[config.mk]
export PLATFORM = sky130hd
export DESIGN_NAME = det_job_seq
export DESIGN_NICKNAME = d
export VERILOG_FILES = /design/src/rtl/djs_pkg.sv /design/src/rtl/djs_ctrl.sv /design/src/rtl/djs_params.sv /design/src/rtl/det_job_seq.sv
export SDC_FILE = /design/constraint.sdc
export NUM_CORES = 1
export LEC_CHECK = 0
export ABC_AREA = 1
export BUFFER_PORTS_ARGS = -buffer_cell sky130_fd_sc_hd__buf_4
export CAP_MARGIN = 30
export CORE_AREA = 2 2 121 123
export DETAILED_ROUTE_END_ITERATION = 16
export DIE_AREA = 0 0 123 125
export HOLD_SLACK_MARGIN = 0.12
export PLACE_DENSITY = 0.66
export SKIP_CTS_REPAIR_TIMING = 1
export SLEW_MARGIN = 25
export SYNTH_ARGS = -nofsm -noshare
export SYNTH_HDL_FRONTEND = slang
export SYNTH_SLANG_ARGS = --single-unit
[constraint.sdc]
create_clock -name clk -period 0.9 [get_ports clk]
set_input_delay 0.135 -clock clk [delete_from_list [all_inputs] [get_ports clk]]
set_output_delay 0.135 -clock clk [all_outputs]
set_load 0.02 [all_outputs]
[src/rtl/djs_pkg.sv]
package djs_pkg;

  typedef enum logic [3:0] {
    RA_CTRL   = 4'd0,
    RA_COUNT  = 4'd1,
    RA_COND   = 4'd2,
    RA_X0     = 4'd3,
    RA_Y0     = 4'd4,
    RA_WIDTH  = 4'd5,
    RA_HEIGHT = 4'd6,
    RA_THR    = 4'd7,
    RA_PIC    = 4'd8,
    RA_WORK   = 4'd9
  } reg_addr_e;

  typedef enum logic [1:0] {
    DIR_UP    = 2'd0,
    DIR_RIGHT = 2'd1,
    DIR_LEFT  = 2'd2,
    DIR_RSVD  = 2'd3
  } dir_e;

  // Control word bit positions (write: command, read: status)
  localparam int CB_SRST = 0;
  localparam int CB_RUN  = 1;
  localparam int CB_FIN  = 2;

  // Upper-bound a value; used for window clamps and count saturation
  function automatic logic [31:0] clamp_max(input logic [31:0] v, input logic [31:0] lim);
    return (v > lim) ? lim : v;
  endfunction

  // Minimum size code to pixel count
  function automatic logic [5:0] min_code_px(input logic [1:0] code);
    case (code)
      2'd0:    return 6'd20;
      2'd1:    return 6'd25;
      2'd2:    return 6'd32;
      default: return 6'd40;
    endcase
  endfunction

endpackage

[src/rtl/djs_ctrl.sv]
module djs_ctrl
  import djs_pkg::*;
#(
  parameter int CNT_W   = 6,
  parameter int CNT_MAX = 35
) (
  input  logic             clk,
  input  logic             rst_n,
  input  logic             ctrl_we,
  input  logic [2:0]       ctrl_wdata,
  input  logic             eng_done,
  input  logic [CNT_W-1:0] eng_count,
  output logic             busy,
  output logic             fin,
  output logic             sreset,
  output logic             start_pulse,
  output logic             done_evt,
  output logic [CNT_W-1:0] count,
  output logic             ctrl_acc,
  output logic             start_ok,
  output logic             done_ok
);

  logic enter_rst;

  // A word with every command bit set is undefined and dropped
  assign ctrl_acc  = ctrl_we && !(&ctrl_wdata);
  assign enter_rst = ctrl_acc && ctrl_wdata[CB_SRST];
  assign start_ok  = ctrl_acc && ctrl_wdata[CB_RUN] && !ctrl_wdata[CB_SRST]
                     && !busy && !sreset;
  assign done_ok   = eng_done && busy && !enter_rst;

  always_ff @(posedge clk or negedge rst_n) begin
    if (!rst_n) begin
      busy        <= 1'b0;
      fin         <= 1'b0;
      sreset      <= 1'b0;
      start_pulse <= 1'b0;
      done_evt    <= 1'b0;
      count       <= '0;
    end else begin
      start_pulse <= start_ok;
      done_evt    <= done_ok;
      if (ctrl_acc) sreset <= ctrl_wdata[CB_SRST];
      if (enter_rst)     busy <= 1'b0;
      else if (start_ok) busy <= 1'b1;
      else if (done_ok)  busy <= 1'b0;
      if (done_ok)                           fin <= 1'b1;
      else if (ctrl_acc && ctrl_wdata[CB_FIN]) fin <= 1'b0;
      if (done_ok) count <= CNT_W'(clamp_max(32'(eng_count), 32'(CNT_MAX)));
    end
  end

endmodule

[src/rtl/djs_params.sv]
module djs_params
  import djs_pkg::*;
#(
  parameter int DW    = 32,
  parameter int X_W   = 8,
  parameter int Y_W   = 7,
  parameter int W_W   = 9,
  parameter int H_W   = 8,
  parameter int T_W   = 4,
  parameter int X_MAX = 160,
  parameter int Y_MAX = 120,
  parameter int T_MAX = 9,
  parameter int ALIGN = 5
) (
  input  logic           clk,
  input  logic           rst_n,
  input  logic           we,
  input  logic [3:0]     waddr,
  input  logic [DW-1:0]  wdata,
  output logic [1:0]     dir,
  output logic [1:0]     min_code,
  output logic [X_W-1:0] x0,
  output logic [Y_W-1:0] y0,
  output logic [W_W-1:0] w,
  output logic [H_W-1:0] h,
  output logic [T_W-1:0] thr,
  output logic [DW-1:0]  pic_base,
  output logic [DW-1:0]  work_base
);

  localparam int NBASE = 2;

  logic [31:0]   wd32;
  logic [DW-1:0] base_q [NBASE];

  assign wd32 = 32'(wdata);

  always_ff @(posedge clk or negedge rst_n) begin
    if (!rst_n) begin
      dir      <= DIR_UP;
      min_code <= 2'd0;
      x0       <= '0;
      y0       <= '0;
      w        <= '0;
      h        <= '0;
      thr      <= '0;
    end else if (we) begin
      case (waddr)
        RA_COND: begin
          min_code <= wdata[1:0];
          if (wdata[3:2] != DIR_RSVD) dir <= wdata[3:2];
        end
        RA_X0:     x0  <= X_W'(clamp_max(wd32, 32'(X_MAX)));
        RA_Y0:     y0  <= Y_W'(clamp_max(wd32, 32'(Y_MAX)));
        RA_THR:    thr <= T_W'(clamp_max(wd32, 32'(T_MAX)));
        RA_WIDTH:  w   <= wdata[W_W-1:0];
        RA_HEIGHT: h   <= wdata[H_W-1:0];
        default: ;
      endcase
    end
  end

  // Aligned base registers: one per slot, low ALIGN bits tied to zero
  for (genvar gi = 0; gi < NBASE; gi++) begin : g_base
    localparam logic [3:0] SLOT_ADDR = (gi == 0) ? RA_PIC : RA_WORK;
    always_ff @(posedge clk or negedge rst_n) begin
      if (!rst_n)
        base_q[gi] <= '0;
      else if (we && waddr == SLOT_ADDR)
        base_q[gi] <= {wdata[DW-1:ALIGN], {ALIGN{1'b0}}};
    end
  end

  assign pic_base  = base_q[0];
  assign work_base = base_q[1];

endmodule

[src/rtl/det_job_seq.sv]
module det_job_seq
  import djs_pkg::*;
#(
  parameter int DW      = 32,
  parameter int CNT_W   = 6,
  parameter int CNT_MAX = 35,
  parameter int X_W     = 8,
  parameter int Y_W     = 7,
  parameter int W_W     = 9,
  parameter int H_W     = 8,
  parameter int T_W     = 4,
  parameter int X_MAX   = 160,
  parameter int Y_MAX   = 120,
  parameter int T_MAX   = 9,
  parameter int ALIGN   = 5
) (
  input  logic             clk,
  input  logic             rst_n,
  input  logic             wr_en,
  input  logic [3:0]       wr_addr,
  input  logic [DW-1:0]    wr_data,
  input  logic [3:0]       rd_addr,
  output logic [DW-1:0]    rd_data,
  input  logic             eng_done,
  input  logic [CNT_W-1:0] eng_count,
  input  logic             eng_bus_err,
  output logic             eng_start,
  output logic             eng_sreset,
  output logic             evt_done,
  output logic             evt_err,
  output logic [1:0]       cond_dir,
  output logic [5:0]       cond_min_px,
  output logic [X_W-1:0]   area_x0,
  output logic [Y_W-1:0]   area_y0,
  output logic [W_W-1:0]   area_w,
  output logic [H_W-1:0]   area_h,
  output logic [T_W-1:0]   hit_thr,
  output logic [DW-1:0]    pic_base,
  output logic [DW-1:0]    work_base
);

  // Named internal events, visible to the bound checker
  logic             ctrl_we;
  logic             ctrl_acc;
  logic             start_ok;
  logic             done_ok;
  logic             job_busy;
  logic             job_fin;
  logic [CNT_W-1:0] job_count;
  logic [1:0]       min_code;
  logic             err_q;

  assign ctrl_we = wr_en && (wr_addr == RA_CTRL);

  djs_ctrl #(.CNT_W(CNT_W), .CNT_MAX(CNT_MAX)) u_ctrl (
    .clk        (clk),
    .rst_n      (rst_n),
    .ctrl_we    (ctrl_we),
    .ctrl_wdata (wr_data[2:0]),
    .eng_done   (eng_done),
    .eng_count  (eng_count),
    .busy       (job_busy),
    .fin        (job_fin),
    .sreset     (eng_sreset),
    .start_pulse(eng_start),
    .done_evt   (evt_done),
    .count      (job_count),
    .ctrl_acc   (ctrl_acc),
    .start_ok   (start_ok),
    .done_ok    (done_ok)
  );

  djs_params #(
    .DW(DW), .X_W(X_W), .Y_W(Y_W), .W_W(W_W), .H_W(H_W), .T_W(T_W),
    .X_MAX(X_MAX), .Y_MAX(Y_MAX), .T_MAX(T_MAX), .ALIGN(ALIGN)
  ) u_params (
    .clk      (clk),
    .rst_n    (rst_n),
    .we       (wr_en),
    .waddr    (wr_addr),
    .wdata    (wr_data),
    .dir      (cond_dir),
    .min_code (min_code),
    .x0       (area_x0),
    .y0       (area_y0),
    .w        (area_w),
    .h        (area_h),
    .thr      (hit_thr),
    .pic_base (pic_base),
    .work_base(work_base)
  );

  assign cond_min_px = min_code_px(min_code);

  always_ff @(posedge clk or negedge rst_n) begin
    if (!rst_n) err_q <= 1'b0;
    else        err_q <= eng_bus_err;
  end
  assign evt_err = err_q;

  always_comb begin
    rd_data = '0;
    case (rd_addr)
      RA_CTRL:   rd_data = DW'({job_fin, job_busy, eng_sreset});
      RA_COUNT:  rd_data = DW'(job_count);
      RA_COND:   rd_data = DW'({cond_dir, min_code});
      RA_X0:     rd_data = DW'(area_x0);
      RA_Y0:     rd_data = DW'(area_y0);
      RA_WIDTH:  rd_data = DW'(area_w);
      RA_HEIGHT: rd_data = DW'(area_h);
      RA_THR:    rd_data = DW'(hit_thr);
      RA_PIC:    rd_data = pic_base;
      RA_WORK:   rd_data = work_base;
      default:   rd_data = '0;
    endcase
  end

endmodule

==> reports/metrics.cfg <==
[outcome]
outcome=finished, violations left
failed_checks=negative setup slack

[floorplanning]
ioPinCount=195
die_h_microns=125
rows=44
core_area_sq_um=14200
die-area_sq_um=15380
initial_core_util=0.3701
die_w_microns=123

[drt]
wl_per_cell_microns=16.51
drt_iter0_drc=303
vias=5803
viasPerCell=4.784
finalWirelength_mm=20.03
first_pass_iters=5
ant_nets=0
route.detailed.drc=0

[power_and_ir_drop]
switchingPower_w=0.006358
seq_power_share=0.352
power_frac_comb=0.422
power.leakage_nw=4.776
power.density_nw_per_um2=1817
p_sw_frac=0.3485
ir_drop_v=0.0009420
internal_power_w=0.01189
clkPwrFrac=0.226

[critical_path]
path_cells=inv_2, o21ai_2, nor2_1, nand4_1, buf_4
crit_fanout=2
max_stage_delay_ns=0.42
critPathTopFamily=flip-flops
critPathCaptureType=primary output
worst-path-buf-inv=2
cp-start-kind=register
cp_slowest_cell=dfrtp_2
criticalPathCategory=register to primary output
cp_data_required_time_ns=0.76
cp.arrival_ns=1.33

[hold_path]
hp-class=input port to register

[yosys]
synth_seq_area_share=0.5046
synth_commonest_cells=nand2_1, dfrtp_1, inv_1
synth_edf_count=0
syn_inst=675
synth.area.top_cells=dfrtp_1, nand2_1, o21ai_0
synthFlopType=dfrtp_1
syn_area_sq_um=5256
yosysMostFrequentCell=nand2_1
syn_avg_cell_area_sq_um=7.787
ys_types=30
ys_seq_elements=106
yosys.area.top_type_share=0.5046
async_reset_ff_frac=1.000
ys_warn_count=0
yosysTopAreaCell=dfrtp_1

[cts]
root_buffer=clkbuf_16
cts_max_level=3
cts_tree=built
cts.clk_slew.worst_paths_ns=0.07
clock_sinks=106
cts_buffers=9
clk_latency_ns=0.36
cts_buffer_depth=2

[finish]
antenna_cells=0
layout-drive-gt1-share=0.5374
syn_to_final_growth_pct=91.00
final_nets=1076
final_util=0.7068

[timing]
fin_ws_ns=-0.5637
finalSetupViolations=140
period_needed_ns=1.464
finalCritPeriodShare=1.626
fmax_ghz=0.6832
hold_viol_final=0
clock_skew_ns=0.009321
rsz0062_at_grt=yes
drv_slew=0
tns_ns=-33.02

[place]
place_congestion=0.8450
port_buffers=183
hpwlAfterDp_mm=13.90

[grt]
grt.overflow.total=0
first_global_vias=5281
antenna_found_initial=0
gr-usage-all-layers=0.2291
grt_max_degree=28
grt_pass1_wl_mm=27.09

[flow_run]
maxCapViolCount=0

## power by group through the flow
stage / Combinational (W) / Sequential [W] / Clock [W]
floorplan: 0.00182 / 0.00734 / 0
global placement: 0.00611 / 0.00625 / 0
detailed placement: 0.00617 / 0.00627 / 0
CTS: 0.00620 / 0.00619 / 0.00416
global route: 0.00819 / 0.00650 / 0.00439
finish: 0.00771 / 0.00642 / 0.00412
## worst paths after layout
| path | startpoint | to | slack (ns) | cells after the start |
|---|---|---|---|---|
| max in group asynchronous | rst_n | u_params.h[5] | 0.24 | 3 |
| setup reg to reg | u_ctrl.busy | u_ctrl.count[1] | -0.05 | 4 |
| hold / removal | wr_data[17] | u_params.pic_base[17] | 0.10 | 4 |
| setup / recovery | u_params.thr[1] | rd_data[1] | -0.56 | 5 |
| hold reg to reg | u_ctrl.count[4] | u_ctrl.count[4] | 0.49 | 2 |
| min in group asynchronous | rst_n | u_params.pic_base[31] | 0.20 | 2 |
## cell usage in the layout (no fill, tap or decap), drive strengths merged
cell,instances
buf,343
nand2,186
dfrtp,106
inv,103
o21ai,99
nor2,73
o22ai,27
nand3,25
dlygate4sd3,19
clkbuf,13
conb,11
a21oi,10
nor3,3
nand4,2
nand3b,2
clkinv,2
clkinvlp,1
o2bb2ai,1
o221ai,1
o31ai,1
bufinv,1
## cell type report
| class | instances | area [sq um] |
|---|---|---|
| tap | 184 | 230.2 |
| inverter | 104 | 409.1 |
| fill | 1064 | 4164 |
| timing repair buffer | 363 | 3692 |
| clock inverter | 3 | 47.55 |
| clock buffer | 12 | 256.5 |
| multi-input combinational | 441 | 2713 |
| sequential | 106 | 2691 |
## worst reg2reg max path, cell delays in order, from the launching register on
cell and delay [ns]:
dfrtp_1 0.38, buf_6 0.15, nand3_4 0.14, nand2_1 0.12, o21ai_2 0.05
## layer usage
layer | part of all wire | routed length [microns] | global-route usage | up-vias
met4 | 0.018 | 369 | 0.06283 | 0
met1 | 0.40 | 8027 | 0.3024 | 2741
li1 | - | - | - | 2816
met3 | 0.057 | 1147 | 0.04562 | 23
met5 | 0 | 0 | 0 | -
met2 | 0.52 | 10490 | 0.3822 | 223
## flip-flops by register name (all words and copies together) (netlist names)
name and cells:
u_params.pic_base 27, u_params.w 9, u_params.x0 8, u_params.dir 2, u_ctrl.sreset 1, u_ctrl.done_evt 1
u_ctrl.count 6, u_params.thr 4, evt_err 1, u_ctrl.fin 1, u_params.y0 7, u_ctrl.busy 1
u_ctrl.start_pulse 1, u_params.min_code 2, u_params.h 8, u_params.work_base 27
## cells by family (layout without fill, tap and decap cells)
family                 count (synthesis)  in the layout  share of synthesized area
buffers and inverters                139            482                     0.1152
AOI/OAI and AO/OA                    139            139                     0.1457
DFF                                  106            106                     0.5046
other                                  1             11                  0.0007134
and+or+nand+nor                      290            291                     0.2338
## metrics by stage
stage | std cells | area (sq um) | hold WS (ns) | worst slack (ns) | total power (W)
2_1_floorplan | 685 | 5856 | -0.1606 | -0.1218 | 0.009161
3_3_place_gp | 1159 | 8367 | 0.03192 | -0.5891 | 0.01236
3_5_place_dp | 1159 | 8367 | 0.03193 | -0.5854 | 0.01244
4_1_cts | 1174 | 8671 | -0.3456 | -0.7240 | 0.01654
5_1_grt | 1213 | 10040 | 0.1160 | -0.6764 | 0.01907
6_report | 1213 | 10040 | 0.1019 | -0.5637 | 0.01825
Note: power is estimated with default switching activity, not from simulation.
